### src/rtl/ioseq_pkg.sv
package ioseq_pkg;
  localparam int GPIO_W  = 32;
  localparam int IRQ_N   = 8;
  localparam int INSTR_W = 16;
  localparam int IMM_W   = 5;

  localparam logic [2:0] OP_JMP  = 3'd0;
  localparam logic [2:0] OP_WAIT = 3'd1;
  localparam logic [2:0] OP_SET  = 3'd7;

  localparam logic [2:0] JC_ALWAYS = 3'd0;
  localparam logic [2:0] JC_XZERO  = 3'd1;
  localparam logic [2:0] JC_XDEC   = 3'd2;
  localparam logic [2:0] JC_YZERO  = 3'd3;
  localparam logic [2:0] JC_YDEC   = 3'd4;
  localparam logic [2:0] JC_XNEY   = 3'd5;
  localparam logic [2:0] JC_PIN    = 3'd6;
  localparam logic [2:0] JC_OSRLEFT = 3'd7;

  localparam logic [1:0] WS_GPIO = 2'd0;
  localparam logic [1:0] WS_REL  = 2'd1;
  localparam logic [1:0] WS_IRQ  = 2'd2;

  localparam logic [2:0] SD_PINS = 3'd0;
  localparam logic [2:0] SD_X    = 3'd1;
  localparam logic [2:0] SD_Y    = 3'd2;
  localparam logic [2:0] SD_DIRS = 3'd4;

  typedef struct packed {
    logic             setX;
    logic             setY;
    logic             decX;
    logic             decY;
    logic             setPins;
    logic             setDirs;
    logic             setSide;
    logic [IMM_W-1:0] imm;
    logic [IMM_W-1:0] side;
  } dpStrobe_t;

  function automatic logic [GPIO_W-1:0] rotl(input logic [GPIO_W-1:0] v,
                                             input logic [4:0] s);
    logic [2*GPIO_W-1:0] d;
    d = {v, v} << s;
    return d[2*GPIO_W-1:GPIO_W];
  endfunction
endpackage

### src/rtl/ioseq_imem.sv
module ioseq_imem #(
  parameter int DEPTH  = 32,
  parameter int ADDR_W = 5
) (
  input  logic                          clk,
  input  logic                          we,
  input  logic [ADDR_W-1:0]             wAddr,
  input  logic [ioseq_pkg::INSTR_W-1:0] wData,
  input  logic [ADDR_W-1:0]             rAddr,
  output logic [ioseq_pkg::INSTR_W-1:0] rData
);
  logic [ioseq_pkg::INSTR_W-1:0] store [DEPTH];

  always_ff @(posedge clk) begin
    if (we) store[wAddr] <= wData;
  end

  assign rData = store[rAddr];
endmodule

### src/rtl/ioseq_ctrl.sv
module ioseq_ctrl
  import ioseq_pkg::*;
#(
  parameter int PROG_DEPTH = 32,
  parameter int SIDE_W     = 2,
  localparam int ADDR_W    = $clog2(PROG_DEPTH),
  localparam int DLY_W     = IMM_W - SIDE_W
) (
  input  logic               clk,
  input  logic               rstN,
  input  logic               stall,
  input  logic [INSTR_W-1:0] instr,
  input  logic [ADDR_W-1:0]  wrapTarget,
  input  logic [ADDR_W-1:0]  wrapTop,
  input  logic [4:0]         inBase,
  input  logic [4:0]         jmpPinSel,
  input  logic [GPIO_W-1:0]  gpioIn,
  input  logic [IRQ_N-1:0]   irqFlags,
  input  logic               osrEmpty,
  input  logic               xZero,
  input  logic               yZero,
  input  logic               xNeY,
  output logic [ADDR_W-1:0]  pc,
  output logic               retire,
  output logic               jmpTaken,
  output logic               delayBusy,
  output dpStrobe_t          stb
);
  logic [ADDR_W-1:0] pcQ;
  logic [DLY_W-1:0]  dlyQ;
  logic [2:0]        opcode;
  logic [IMM_W-1:0]  field;
  logic [7:0]        operand;
  logic              active;
  logic              condTrue;
  logic              waitBit;
  logic              waitMet;
  logic              done;
  logic [4:0]        relIdx;
  logic [ADDR_W-1:0] seqPc;
  logic [ADDR_W-1:0] nextPc;

  assign opcode  = instr[15:13];
  assign field   = instr[12:8];
  assign operand = instr[7:0];

  assign delayBusy = (dlyQ != '0);
  assign active    = !stall && !delayBusy;

  always_comb begin
    unique case (operand[7:5])
      JC_ALWAYS:  condTrue = 1'b1;
      JC_XZERO:   condTrue = xZero;
      JC_XDEC:    condTrue = !xZero;
      JC_YZERO:   condTrue = yZero;
      JC_YDEC:    condTrue = !yZero;
      JC_XNEY:    condTrue = xNeY;
      JC_PIN:     condTrue = gpioIn[jmpPinSel];
      JC_OSRLEFT: condTrue = !osrEmpty;
      default:    condTrue = 1'b0;
    endcase
  end

  assign relIdx = inBase + operand[4:0];

  always_comb begin
    unique case (operand[6:5])
      WS_GPIO: waitBit = gpioIn[operand[4:0]];
      WS_REL:  waitBit = gpioIn[relIdx];
      WS_IRQ:  waitBit = irqFlags[operand[2:0]];
      default: waitBit = operand[7];
    endcase
  end

  assign waitMet  = (waitBit == operand[7]);
  assign done     = active && ((opcode != OP_WAIT) || waitMet);
  assign jmpTaken = done && (opcode == OP_JMP) && condTrue;
  assign seqPc    = (pcQ == wrapTop) ? wrapTarget : pcQ + ADDR_W'(1);
  assign nextPc   = jmpTaken ? operand[ADDR_W-1:0] : seqPc;

  always_ff @(posedge clk or negedge rstN) begin
    if (!rstN) begin
      pcQ  <= '0;
      dlyQ <= '0;
    end else if (done) begin
      pcQ  <= nextPc;
      dlyQ <= field[DLY_W-1:0];
    end else if (!stall && delayBusy) begin
      dlyQ <= dlyQ - DLY_W'(1);
    end
  end

  always_comb begin
    stb         = '0;
    stb.setSide = active;
    stb.side    = field >> DLY_W;
    stb.imm     = operand[4:0];
    if (done) begin
      case (opcode)
        OP_JMP: begin
          stb.decX = (operand[7:5] == JC_XDEC);
          stb.decY = (operand[7:5] == JC_YDEC);
        end
        OP_SET: begin
          case (operand[7:5])
            SD_PINS: stb.setPins = 1'b1;
            SD_DIRS: stb.setDirs = 1'b1;
            SD_X:    stb.setX    = 1'b1;
            SD_Y:    stb.setY    = 1'b1;
            default: ;
          endcase
        end
        default: ;
      endcase
    end
  end

  assign pc     = pcQ;
  assign retire = done;
endmodule

### src/rtl/ioseq_dpath.sv
module ioseq_dpath
  import ioseq_pkg::*;
#(
  parameter int SIDE_W = 2
) (
  input  logic              clk,
  input  logic              rstN,
  input  dpStrobe_t         stb,
  input  logic [4:0]        setBase,
  output logic [GPIO_W-1:0] xReg,
  output logic [GPIO_W-1:0] yReg,
  output logic [GPIO_W-1:0] gpioOut,
  output logic [GPIO_W-1:0] gpioDir,
  output logic [SIDE_W-1:0] sidePins,
  output logic              xZero,
  output logic              yZero,
  output logic              xNeY
);
  logic [GPIO_W-1:0] xQ, yQ, outQ, dirQ;
  logic [SIDE_W-1:0] sideQ;
  logic [GPIO_W-1:0] laneMask, laneData, immWide;
  logic              unusedSideBits;

  assign immWide  = GPIO_W'(stb.imm);
  assign laneMask = rotl(GPIO_W'({IMM_W{1'b1}}), setBase);
  assign laneData = rotl(immWide, setBase);
  assign unusedSideBits = ^stb.side[IMM_W-1:SIDE_W];

  always_ff @(posedge clk or negedge rstN) begin
    if (!rstN) begin
      xQ    <= '0;
      yQ    <= '0;
      outQ  <= '0;
      dirQ  <= '0;
      sideQ <= '0;
    end else begin
      if (stb.setX)      xQ <= immWide;
      else if (stb.decX) xQ <= xQ - GPIO_W'(1);
      if (stb.setY)      yQ <= immWide;
      else if (stb.decY) yQ <= yQ - GPIO_W'(1);
      if (stb.setPins)   outQ <= (outQ & ~laneMask) | (laneData & laneMask);
      if (stb.setDirs)   dirQ <= (dirQ & ~laneMask) | (laneData & laneMask);
      if (stb.setSide)   sideQ <= stb.side[SIDE_W-1:0];
    end
  end

  assign xZero    = (xQ == '0);
  assign yZero    = (yQ == '0);
  assign xNeY     = (xQ != yQ);
  assign xReg     = xQ;
  assign yReg     = yQ;
  assign gpioOut  = outQ;
  assign gpioDir  = dirQ;
  assign sidePins = sideQ;
endmodule

### src/rtl/ioseq_core.sv
module ioseq_core
  import ioseq_pkg::*;
#(
  parameter int PROG_DEPTH = 32,
  parameter int SIDE_W     = 2,
  localparam int ADDR_W    = $clog2(PROG_DEPTH)
) (
  input  logic               clk,
  input  logic               rstN,
  input  logic               stall,
  input  logic               progWe,
  input  logic [ADDR_W-1:0]  progAddr,
  input  logic [INSTR_W-1:0] progData,
  input  logic [ADDR_W-1:0]  wrapTarget,
  input  logic [ADDR_W-1:0]  wrapTop,
  input  logic [4:0]         inBase,
  input  logic [4:0]         setBase,
  input  logic [4:0]         jmpPinSel,
  input  logic [GPIO_W-1:0]  gpioIn,
  input  logic [IRQ_N-1:0]   irqFlags,
  input  logic               osrEmpty,
  output logic [ADDR_W-1:0]  pc,
  output logic               retire,
  output logic [GPIO_W-1:0]  xReg,
  output logic [GPIO_W-1:0]  yReg,
  output logic [GPIO_W-1:0]  gpioOut,
  output logic [GPIO_W-1:0]  gpioDir,
  output logic [SIDE_W-1:0]  sidePins
);
  logic [INSTR_W-1:0] curInstr;
  logic               jmpTaken;
  logic               delayBusy;
  logic               xZero, yZero, xNeY;
  dpStrobe_t          stb;

  ioseq_imem #(.DEPTH(PROG_DEPTH), .ADDR_W(ADDR_W)) u_imem (
    .clk(clk), .we(progWe), .wAddr(progAddr), .wData(progData),
    .rAddr(pc), .rData(curInstr)
  );

  ioseq_ctrl #(.PROG_DEPTH(PROG_DEPTH), .SIDE_W(SIDE_W)) u_ctrl (
    .clk(clk), .rstN(rstN), .stall(stall), .instr(curInstr),
    .wrapTarget(wrapTarget), .wrapTop(wrapTop), .inBase(inBase),
    .jmpPinSel(jmpPinSel), .gpioIn(gpioIn), .irqFlags(irqFlags),
    .osrEmpty(osrEmpty), .xZero(xZero), .yZero(yZero), .xNeY(xNeY),
    .pc(pc), .retire(retire), .jmpTaken(jmpTaken),
    .delayBusy(delayBusy), .stb(stb)
  );

  ioseq_dpath #(.SIDE_W(SIDE_W)) u_dpath (
    .clk(clk), .rstN(rstN), .stb(stb), .setBase(setBase),
    .xReg(xReg), .yReg(yReg), .gpioOut(gpioOut), .gpioDir(gpioDir),
    .sidePins(sidePins), .xZero(xZero), .yZero(yZero), .xNeY(xNeY)
  );
endmodule

### config.mk
export PLATFORM = sky130hd
export DESIGN_NAME = ioseq_core
export DESIGN_NICKNAME = d
export VERILOG_FILES = /design/src/rtl/ioseq_pkg.sv /design/src/rtl/ioseq_imem.sv /design/src/rtl/ioseq_ctrl.sv /design/src/rtl/ioseq_dpath.sv /design/src/rtl/ioseq_core.sv
export SDC_FILE = /design/constraint.sdc
export NUM_CORES = 1
export LEC_CHECK = 0
export BUFFER_PORTS_ARGS = -buffer_cell sky130_fd_sc_hd__buf_2
export CAP_MARGIN = 10
export CELL_PAD_IN_SITES_DETAIL_PLACEMENT = 0
export CELL_PAD_IN_SITES_GLOBAL_PLACEMENT = 1
export CORE_MARGIN = 4
export CORE_UTILIZATION = 51
export CTS_BUF_LIST = sky130_fd_sc_hd__clkbuf_2
export CTS_CLUSTER_DIAMETER = 120
export DETAILED_ROUTE_END_ITERATION = 7
export PLACE_DENSITY_LB_ADDON = 0.1
export SLEW_MARGIN = 20
export SYNTH_ARGS = -nofsm -noshare
export SYNTH_HDL_FRONTEND = slang
export SYNTH_SLANG_ARGS = --single-unit
### constraint.sdc
create_clock -name clk -period 6.95 [get_ports clk]
set_input_delay 0.695 -clock clk [delete_from_list [all_inputs] [get_ports clk]]
set_output_delay 0.695 -clock clk [all_outputs]
set_load 0.01 [all_outputs]
# == Word-level counts from Yosys, hierarchy flattened ==
# Memories as Yosys holds them, arrays and structs flattened.
# Index checks and enable logic that the tools add are counted.
# op_classes
addsub,5
n_mul,0
div,0
n_lt_le_gt_ge,4
n_eq_ne,14
n_shift,2
n_mux,28
n_bitwise,6
n_reduce_logical,20
# op_table
operator,count
$mux W32,4
$and A32 B32 Y32,3
$logic_not A32 Y1,2
$or A32 B32 Y32,2
$shl A37 B5 Y64,1
$shl A37 B5 Y64 const A,1
$sub A32 B1 Y32 const B,2
$ne A32 B32 Y1,1
$not A32 Y32,1
$lt A5 B6 Y1 const B,3
$bmux W1 S5,3
$eq A3 B3 Y1 const B,5
$mux W1,10
$mux W5,2
$pmux W1 S8,1
$eq A3 B2 Y1 const B,2
$logic_not A3 Y1,2
$mux W2,3
$mux W3,2
$mux W6,1
$reduce_bool A2 Y1,3
$add A5 B1 Y5 const B,1
$add A5 B5 Y5,1
$eq A5 B5 Y1,1
other kinds (14),22
# totals
reg_bits,138
latchBits,0
ramBits,512
rom_bits,0
inputBits,91
out_inout_bits,136
word_cells,87
mem_count,1
# memory_table
name,depth,word_bits,read_ports,rd_clocked_by_memory_dff,write_ports,line,rtl
u_imem.store,32,16,1,0,1,ioseq_imem.sv:12,logic [ioseq_pkg::INSTR_W-1:0] store [DEPTH];

# == Depth between registers and ports, before layout ==
# Gate-level depths: netlist of run 1.
# An unclocked memory read counts as a cell.
# depth
word_depth,11
depth_mapped,23
depth_no_buf,19

# == By module ==
# Synthesis of run 1 repeated with hierarchy kept, for this count alone.
# hier_totals
cells_unflattened,2044
hier_area_um2,29188.0
# by_module_without_submodules
mod,n_inst,cells_each,area_each_um2,seq_area_each_um2
ioseq_imem,1,1127,20215.6,15374.7
ioseq_dpath,1,704,6896.6,3253.1
ioseq_ctrl,1,213,2075.7,200.2

# == Worst setup path before layout of run 1 ==
# OpenSTA, ideal clock, no wires.
# synth_timing
kind,register to output
startpoint,"register u_ctrl.pcQ[1], in the netlist u_ctrl.pc[1]"
endpoint,output port retire
t_arrival_ns,4.835
slack_ns,1.420
path_stages_with_launch,22
path_cell_list,dfrtp_1 > buf_4 > buf_6 > buf_6 > buf_4 > buf_2 > mux2i_1 > a22oi_1 > nand3_1 > nand3_2 > buf_1 > inv_1 > fa_1 > clkbuf_1 > mux4_2 > mux4_2 > a21bo_2 > a21oi_1 > a41oi_2 > nor3b_1 > a311o_1 > nor2_4
# synth_via
elab_chain_len,8
word_cells_on_any_way,16
classes_between,add/sub (1); eq/ne (4); mux (7); reduce/logical (3); memory (1)
# synth_lines
item,line,rtl
start: declaration,ioseq_ctrl.sv:29,logic [ADDR_W-1:0] pcQ;
start signal: assignment,ioseq_ctrl.sv:86,pcQ <= nextPc;
$mem_v2 Z32 W16 *,-,
$add A5 B5 Y5,ioseq_ctrl.sv:64,assign relIdx = inBase + operand[4:0];
$bmux W1 S5,ioseq_ctrl.sv:69,WS_REL: waitBit = gpioIn[relIdx];
$mux W1 (not written as such),ioseq_ctrl.sv:69,
$pmux W1 S3,ioseq_ctrl.sv:67,unique case (operand[6:5])
$eq A1 B1 Y1,ioseq_ctrl.sv:75,assign waitMet = (waitBit == operand[7]);
$logic_or A1 B1 Y1 *,ioseq_ctrl.sv:76,assign done = active && ((opcode != OP_WAIT) || waitMet);
$logic_and A1 B1 Y1 *,ioseq_ctrl.sv:76,
end: declaration,ioseq_core.sv:23,"output logic retire,"
# Mark *: on every way between the ends. The rest lies on a longest branch, timed or not. The select of a mux whose other input is x is not followed.

# == Final worst setup path of run 1 ==
# layout_timing
startpoint,"register u_ctrl.pcQ[2], in the netlist u_ctrl.pc[2]"
endpoint,output port retire
# The elaborated chain is that of the path after synthesis.

==> flow_metrics.py, run 1 <==
metrics = {
    "detailed_routing": {
        "routedWlPerCell_um": 25.5,
        "vias_per_cell": 5.84,
        "wl_mm": 76.8,
        "vias": 17600,
        "drt_iter0_markers": 1432,
        "ant_nets": 0,
        "drc_errors": 0,
        "firstDrtPassIters": 5,
    },
    "setup_path": {
        "worst_setup_path_end_kind": "output port",
        "crit_buf_inv": 5,
        "cp.required_ns": 6.25,
        "slowest_delay_ns": 0.66,
        "worstPathMaxFanout": 8,
        "path_depth": 19,
        "path_cells": "clkbuf_4 > mux2i_1 > mux4_2 > a22oi_2 > o221ai_2 > inv_2 > ha_1 > inv_1 > fa_2 > mux4_2 > mux4_2 > a21bo_2 > a21oi_1 > a41oi_2 > buf_4 > nand2_1 > mux2i_1 > nor2_4 > buf_2",
        "worst_setup_path_start_kind": "flop",
        "cp_top_family": "multiplexers",
        "ff2ff_path_depth": 11,
        "crit_path_top_delay_cell": "fa_2",
        "crit_top_cell": "mux4_2",
        "arrival_ns": 5.96,
        "path_class": "reg2out",
    },
    "placed_design": {
        "place_congestion": 0.906,
        "pre_cts_ws_ns": 0.932,
        "dp.final_hpwl_mm": 47.4,
        "io_buffer_count": 226,
    },
    "yosys": {
        "netlist_instances": 1733,
        "yosys_warnings": 0,
        "ys_ff_latch": 650,
        "syn_avg_cell_area_um2": 16.5,
        "synth-edff-count": 512,
        "yosys.area.top_type_share_pct": 53.8,
        "yosys.area.top_type": "edfxtp_1",
        "yosysSeqAreaShare_pct": 65.9,
        "syn-cell-area_um2": 28600,
        "synth_area_leaders": "edfxtp_1 (54%), dfrtp_1 (12%), mux4_2 (11%), xnor2_1 (2.4%), mux2i_1 (2.2%)",
        "async_flop_share_pct": 21.2,
        "yosys_most_used_dff": "edfxtp_1",
        "synth.net_count": 1834,
        "synth.lib_cells_used.distinct": 86,
    },
    "final_layout": {
        "drive_gt1_share_pct": 36.8,
        "fin_util_pct": 59.3,
        "area_delta_synth_final_pct": 14.8,
        "nets": 2230,
        "final_cell_mix": "edfxtp_1 (512), clkbuf_2 (242), buf_2 (225), mux4_2 (142), dfrtp_1 (133)",
        "layout_commonest_cell": "edfxtp_1",
    },
    "cts": {
        "numCtsBuffers": 161,
        "cts_root_buf": "clkbuf_2",
        "cts_max_path_buffers": 3,
        "cts_tree": "built",
        "h-tree-depth": 4,
        "insertion_delay_ns": 1.31,
        "cts.sinks": 650,
        "clkTransAtPathRegs_ns": 0.11,
    },
    "grt": {
        "antenna_found_initial": 3,
        "grt_util_all_layers_pct": 25.8,
        "grt.overflow.total": 0,
        "grt_max_degree": 78,
        "grt_pass1_vias": 17600,
        "grt_pass1_wl_mm": 114,
    },
    "timing": {
        "setup-tns-final_ns": 0,
        "timing.final.crit_share_pct": 95.8,
        "holdWs_ns": 0.242,
        "slew_headroom_pct": 32.4,
        "hold_viol_final": 0,
        "slew_viol_final": 0,
        "layout_setup_ws_ns": 0.291,
        "clock_skew_ns": 0.0961,
        "rsz0062_at_grt": "no",
        "final.min_clock_period_ns": 6.66,
        "max_freq_mhz": 150,
        "worst_pin_slew_ns": 1.01,
        "setup_viol": 0,
    },
    "power": {
        "p_per_area_nw_per_um2": 356,
        "switchingPower_mw": 4.16,
        "p_seq_share_pct": 39.0,
        "intPower_mw": 7.50,
        "peakVddDrop_uv": 183,
        "switching_share_pct": 35.7,
        "power_frac_comb_pct": 38.9,
        "p_total_mw": 11.7,
        "p_leak_nw": 12.5,
        "p_clk_share_pct": 22.1,
    },
    "die": {
        "fp-row-count": 86,
        "die_w_um": 245,
        "initial_core_util_pct": 51.7,
        "core-area_um2": 55300,
        "die_area_um2": 59900,
        "fp.dieH_um": 245,
        "ios": 227,
    },
    "worst_hold_path": {
        "hold_path_depth": 3,
        "hold_class": "in2reg",
    },
    "status": {
        "status": "completed",
    },
    "job": {
        "drv_cap": 0,
    },
}
registers in the layout (all words and copies together), names as in the netlist, named ones only:
register / flops
u_dpath.xReg: 32
u_dpath.yReg: 32
u_ctrl.pc: 5
u_ctrl.dlyQ: 3
u_dpath.sidePins: 2
u_imem.store: 512
Yosys cell counts (all sizes together) (22+ instances only):
cell / instances
nor2: 157
clkbuf: 36
xnor2: 79
buf: 45
nand2: 88
nor3: 40
o21ai: 53
inv: 22
edfxtp: 512
mux4: 159
mux2: 56
dfrtp: 138
mux2i: 66
nand3: 37
per-layer routing:
metal	share of wire, %	up-vias	track usage, %
met5	0.014	-	0
li1	-	7714	-
met4	1.8	2	6.96
met1	42	9040	36.2
met2	49	708	40.8
met3	7.3	105	6.48
stage by stage:
| step | instances | cell area, um2 |
|---|---|---|
| 2_1_floorplan | 1733 | 28600 |
| 3_3_place_gp | 2666 | 30700 |
| 3_5_place_dp | 2666 | 30700 |
| 4_1_cts | 2998 | 32700 |
| 5_1_grt | 3004 | 32800 |
| 6_report | 3009 | 32800 |
worst reg2reg max path, delay by kind of cell, from the launching register on:
family	cells	cell delay, ns
AND/OR/NAND/NOR	4	1.90
flip-flops	1	0.53
buffers and inverters	3	0.87
multiplexers	4	2.04
worst paths after layout:
kind	to	slack, ns	start
worst min-delay path	u_imem.store[12][10]	0.24	progAddr[0]
worst max-delay path	retire	0.29	u_ctrl.pc[2]
max in group asynchronous	u_dpath.yReg[27]	5.36	rstN
worst min register to register	flop	0.49	flop
worst max register to register	flop	1.44	u_ctrl.pc[0]
min in group asynchronous	u_ctrl.pc[1]	0.56	rstN
power by group through the flow:
stage          Sequential (mW)  Clock (mW)  Combinational [mW]
6_report                  4.55        2.58                4.53
5_1_grt                   4.57        2.89                4.88
4_1_cts                   4.56        2.66                4.46
3_5_place_dp              4.71           0                4.26
3_3_place_gp              4.70           0                4.23
2_1_floorplan             4.56           0                3.21
area by class of cell:
type                       count  area [um2]
sequential                   650       18800
antenna                        7        17.5
inverter                      22        82.6
timing repair buffer         314        1990
clock inverter                46         290
clock buffer                 242        1210
tap                          748         936
multi-input combinational    980        9440
fill                        4438       22500
repair_timing:
action	CTS	global route
resized for setup	8	15
hold buffers	36	0
hold endpoints to repair	704	0
pin swaps	2	2
buffers inserted	8	4
endpoints found under the setup margin	1	1
logic make-up after synthesis:
group / share of synthesized area (%)
XOR/XNOR: 3.03
AND/OR/NAND/NOR: 7.64
multiplexers: 17.5
adder cells (fa/ha/maj): 0.464
buffers and inverters: 1.78
flip-flops: 65.9
AO/OA/AOI/OAI: 3.73
Power figures use the tool's default switching activity.
==> inputs of run 2 (changes only) <==
--- a/config.mk
+++ b/config.mk
@@ -5,15 +5,15 @@
 export SDC_FILE = /design/constraint.sdc
 export NUM_CORES = 1
 export LEC_CHECK = 0
-export BUFFER_PORTS_ARGS = -buffer_cell sky130_fd_sc_hd__buf_2
+export BUFFER_PORTS_ARGS = -buffer_cell sky130_fd_sc_hd__buf_4
 export CAP_MARGIN = 10
 export CELL_PAD_IN_SITES_DETAIL_PLACEMENT = 0
 export CELL_PAD_IN_SITES_GLOBAL_PLACEMENT = 1
 export CORE_MARGIN = 4
 export CORE_UTILIZATION = 51
-export CTS_BUF_LIST = sky130_fd_sc_hd__clkbuf_2
 export CTS_CLUSTER_DIAMETER = 120
 export DETAILED_ROUTE_END_ITERATION = 7
+export GPL_ROUTABILITY_DRIVEN = 0
 export PLACE_DENSITY_LB_ADDON = 0.1
 export SLEW_MARGIN = 20
 export SYNTH_ARGS = -nofsm -noshare
==> run 2 against run 1 <==
Compared with the run above: count of clock-buffer cells in the layout is 154 lower; sequential cell count stayed put; combinational power shrank 4.9%; die area stayed put; total power grew 7.4%; global-route usage fell by 0.66 points; utilization rose by 1.2 points; register-to-register slack about the same; critical path depth shrank 2; critical endpoint unchanged; largest cell class unchanged; largest power group unchanged.
==> flow_metrics.py, run 2 (synthesis results as in run 1) <==
metrics = {
    "status": {
        "status": "completed",
    },
    "timing": {
        "final.min_clock_period_ns": 6.55,
        "worst_pin_slew_ns": 0.952,
        "hold_viol_final": 0,
        "timing.final.crit_share_pct": 94.3,
        "setup_viol": 0,
        "layout_setup_ws_ns": 0.397,
        "holdWs_ns": 0.0825,
        "clock_skew_ns": 0.0390,
        "slew_headroom_pct": 36.6,
        "setup-tns-final_ns": 0,
        "slew_viol_final": 0,
        "rsz0062_at_grt": "no",
        "max_freq_mhz": 153,
    },
    "setup_path": {
        "worst_setup_path_start_kind": "flop",
        "ff2ff_path_depth": 17,
        "worstPathMaxFanout": 41,
        "path_class": "reg2out",
        "crit_top_cell": "mux4_2",
        "cp_top_family": "compound AO/OA/AOI/OAI gates",
        "crit_buf_inv": 3,
        "slowest_delay_ns": 0.85,
        "reg2reg_slack_ns": 1.45,
        "r2r-start": "u_ctrl.pc[1]",
        "crit_path_top_delay_cell": "dfrtp_4",
        "cp.required_ns": 6.25,
        "worst_setup_path_end_kind": "output port",
        "path_cells": "mux2i_1 > a22o_1 > a221oi_1 > o221ai_2 > inv_2 > ha_1 > inv_1 > fa_1 > mux4_2 > mux4_2 > a21bo_2 > a21oi_1 > a41oi_2 > nor3b_1 > a311o_1 > nor2_4 > buf_4",
        "arrival_ns": 5.86,
        "r2r_end": "u_ctrl.pc[4]",
    },
    "placed_design": {
        "dp.final_hpwl_mm": 47.0,
        "placed_area_um2": 31200,
        "pre_cts_ws_ns": 0.991,
        "placedCellCount": 2664,
        "io_buffer_count": 226,
    },
    "grt": {
        "grt_pass1_vias": 16900,
        "grt.overflow.total": 0,
        "grt_pass1_wl_mm": 111,
        "antenna_found_initial": 2,
        "grt_util_all_layers_pct": 25.1,
        "grt_max_degree": 73,
    },
    "cts": {
        "clkTransAtPathRegs_ns": 0.06,
        "cts_root_buf": "clkbuf_16",
        "cts_tree": "built",
        "insertion_delay_ns": 0.62,
        "h-tree-depth": 3,
        "cts.sinks": 650,
        "postCtsHoldBufs": 0,
        "postCtsSetupBuffers": 0,
        "numCtsBuffers": 70,
        "cts_resized": 0,
        "cts_max_path_buffers": 3,
    },
    "power": {
        "p_per_area_nw_per_um2": 374,
        "p_leak_nw": 12.3,
        "p_clk_share_pct": 28.7,
        "intPower_mw": 8.46,
        "p_total_mw": 12.5,
        "power_frac_comb_pct": 34.4,
        "switching_share_pct": 32.5,
        "peakVddDrop_uv": 216,
        "p_seq_share_pct": 36.9,
        "switchingPower_mw": 4.08,
    },
    "detailed_routing": {
        "drt_iter0_markers": 1586,
        "drc_errors": 0,
        "vias_per_cell": 5.98,
        "wl_mm": 74.8,
        "ant_nets": 0,
        "routedWlPerCell_um": 26.8,
        "firstDrtPassIters": 5,
        "vias": 16700,
    },
    "die": {
        "ios": 227,
        "initial_core_util_pct": 51.7,
        "fp.dieH_um": 245,
        "die_area_um2": 59900,
        "die_w_um": 245,
        "core-area_um2": 55300,
        "fp-row-count": 86,
    },
    "final_layout": {
        "nets": 2089,
        "layout_commonest_cell": "edfxtp_1",
        "largest_reg_flops": 512,
        "postLayoutCellArea_um2": 33500,
        "fin_util_pct": 60.5,
        "instances_no_fill": 2789,
        "largest_register": "u_imem.store",
        "final_cell_mix": "edfxtp_1 (512), buf_4 (263), mux4_2 (142), dfrtp_1 (133), nor2_1 (120)",
        "area_delta_synth_final_pct": 17.2,
        "drive_gt1_share_pct": 31.5,
    },
    "worst_hold_path": {
        "hold_class": "in2async",
    },
    "job": {
        "drv_cap": 0,
    },
}
run 2: changes by cell type in the layout (fill, tap and decap cells not counted), moves of 3 or more:
cell / previous run / this run
clkbuf_2: 242 / 0
buf_2: 225 / 0
buf_4: 40 / 263
clkbuf_16: 0 / 71
dlygate4sd3_1: 35 / 0
clkinv_1: 31 / 12
clkbuf_1: 0 / 16
buf_6: 7 / 1
diode_2: 7 / 2
clkinv_2: 5 / 9
clkinv_8: 0 / 3
nor2_2: 23 / 20
run 2: area by class of cell:
class	instances	area [um2]
fillers	4179	21800
flip-flops and latches	650	18800
multi-input cells	980	9410
repair buffers	264	1990
clock buffers	88	1850
well taps	748	936
clock inverters	35	370
inverters	22	82.6
diodes	2	5.00
run 2: worst max path at each step:
stage | startpoint | slack (ns) | to | cells after the start
after detailed placement | u_ctrl.pc[1] | 0.99 | retire | 17
after CTS | u_ctrl.pc[1] | 0.32 | retire | 17
after global placement | u_ctrl.pc[1] | 1.13 | retire | 18
after global routing | u_ctrl.pc[1] | 0.05 | retire | 17
after floorplan | u_ctrl.pc[1] | 1.42 | retire | 21
final | u_ctrl.pc[1] | 0.40 | retire | 17
run 2: routing by layer:
layer  up-vias  routed length [um]  global-route usage [%]
met4         2                1730                    6.43
met2       619               35600                    38.9
li1       7326                   -                       -
met3       105                5520                    5.46
met1      8640               31900                    36.9
met5         -                   8                       0
run 2: power groups by stage:
| stage | Clock, mW | Combinational, mW | Sequential [mW] |
|---|---|---|---|
| 4_1_cts | 3.67 | 4.33 | 4.63 |
| 6_report | 3.60 | 4.31 | 4.62 |
| 3_3_place_gp | 0 | 4.26 | 4.70 |
| 2_1_floorplan | 0 | 3.21 | 4.56 |
| 5_1_grt | 3.84 | 4.66 | 4.65 |
| 3_5_place_dp | 0 | 4.31 | 4.71 |
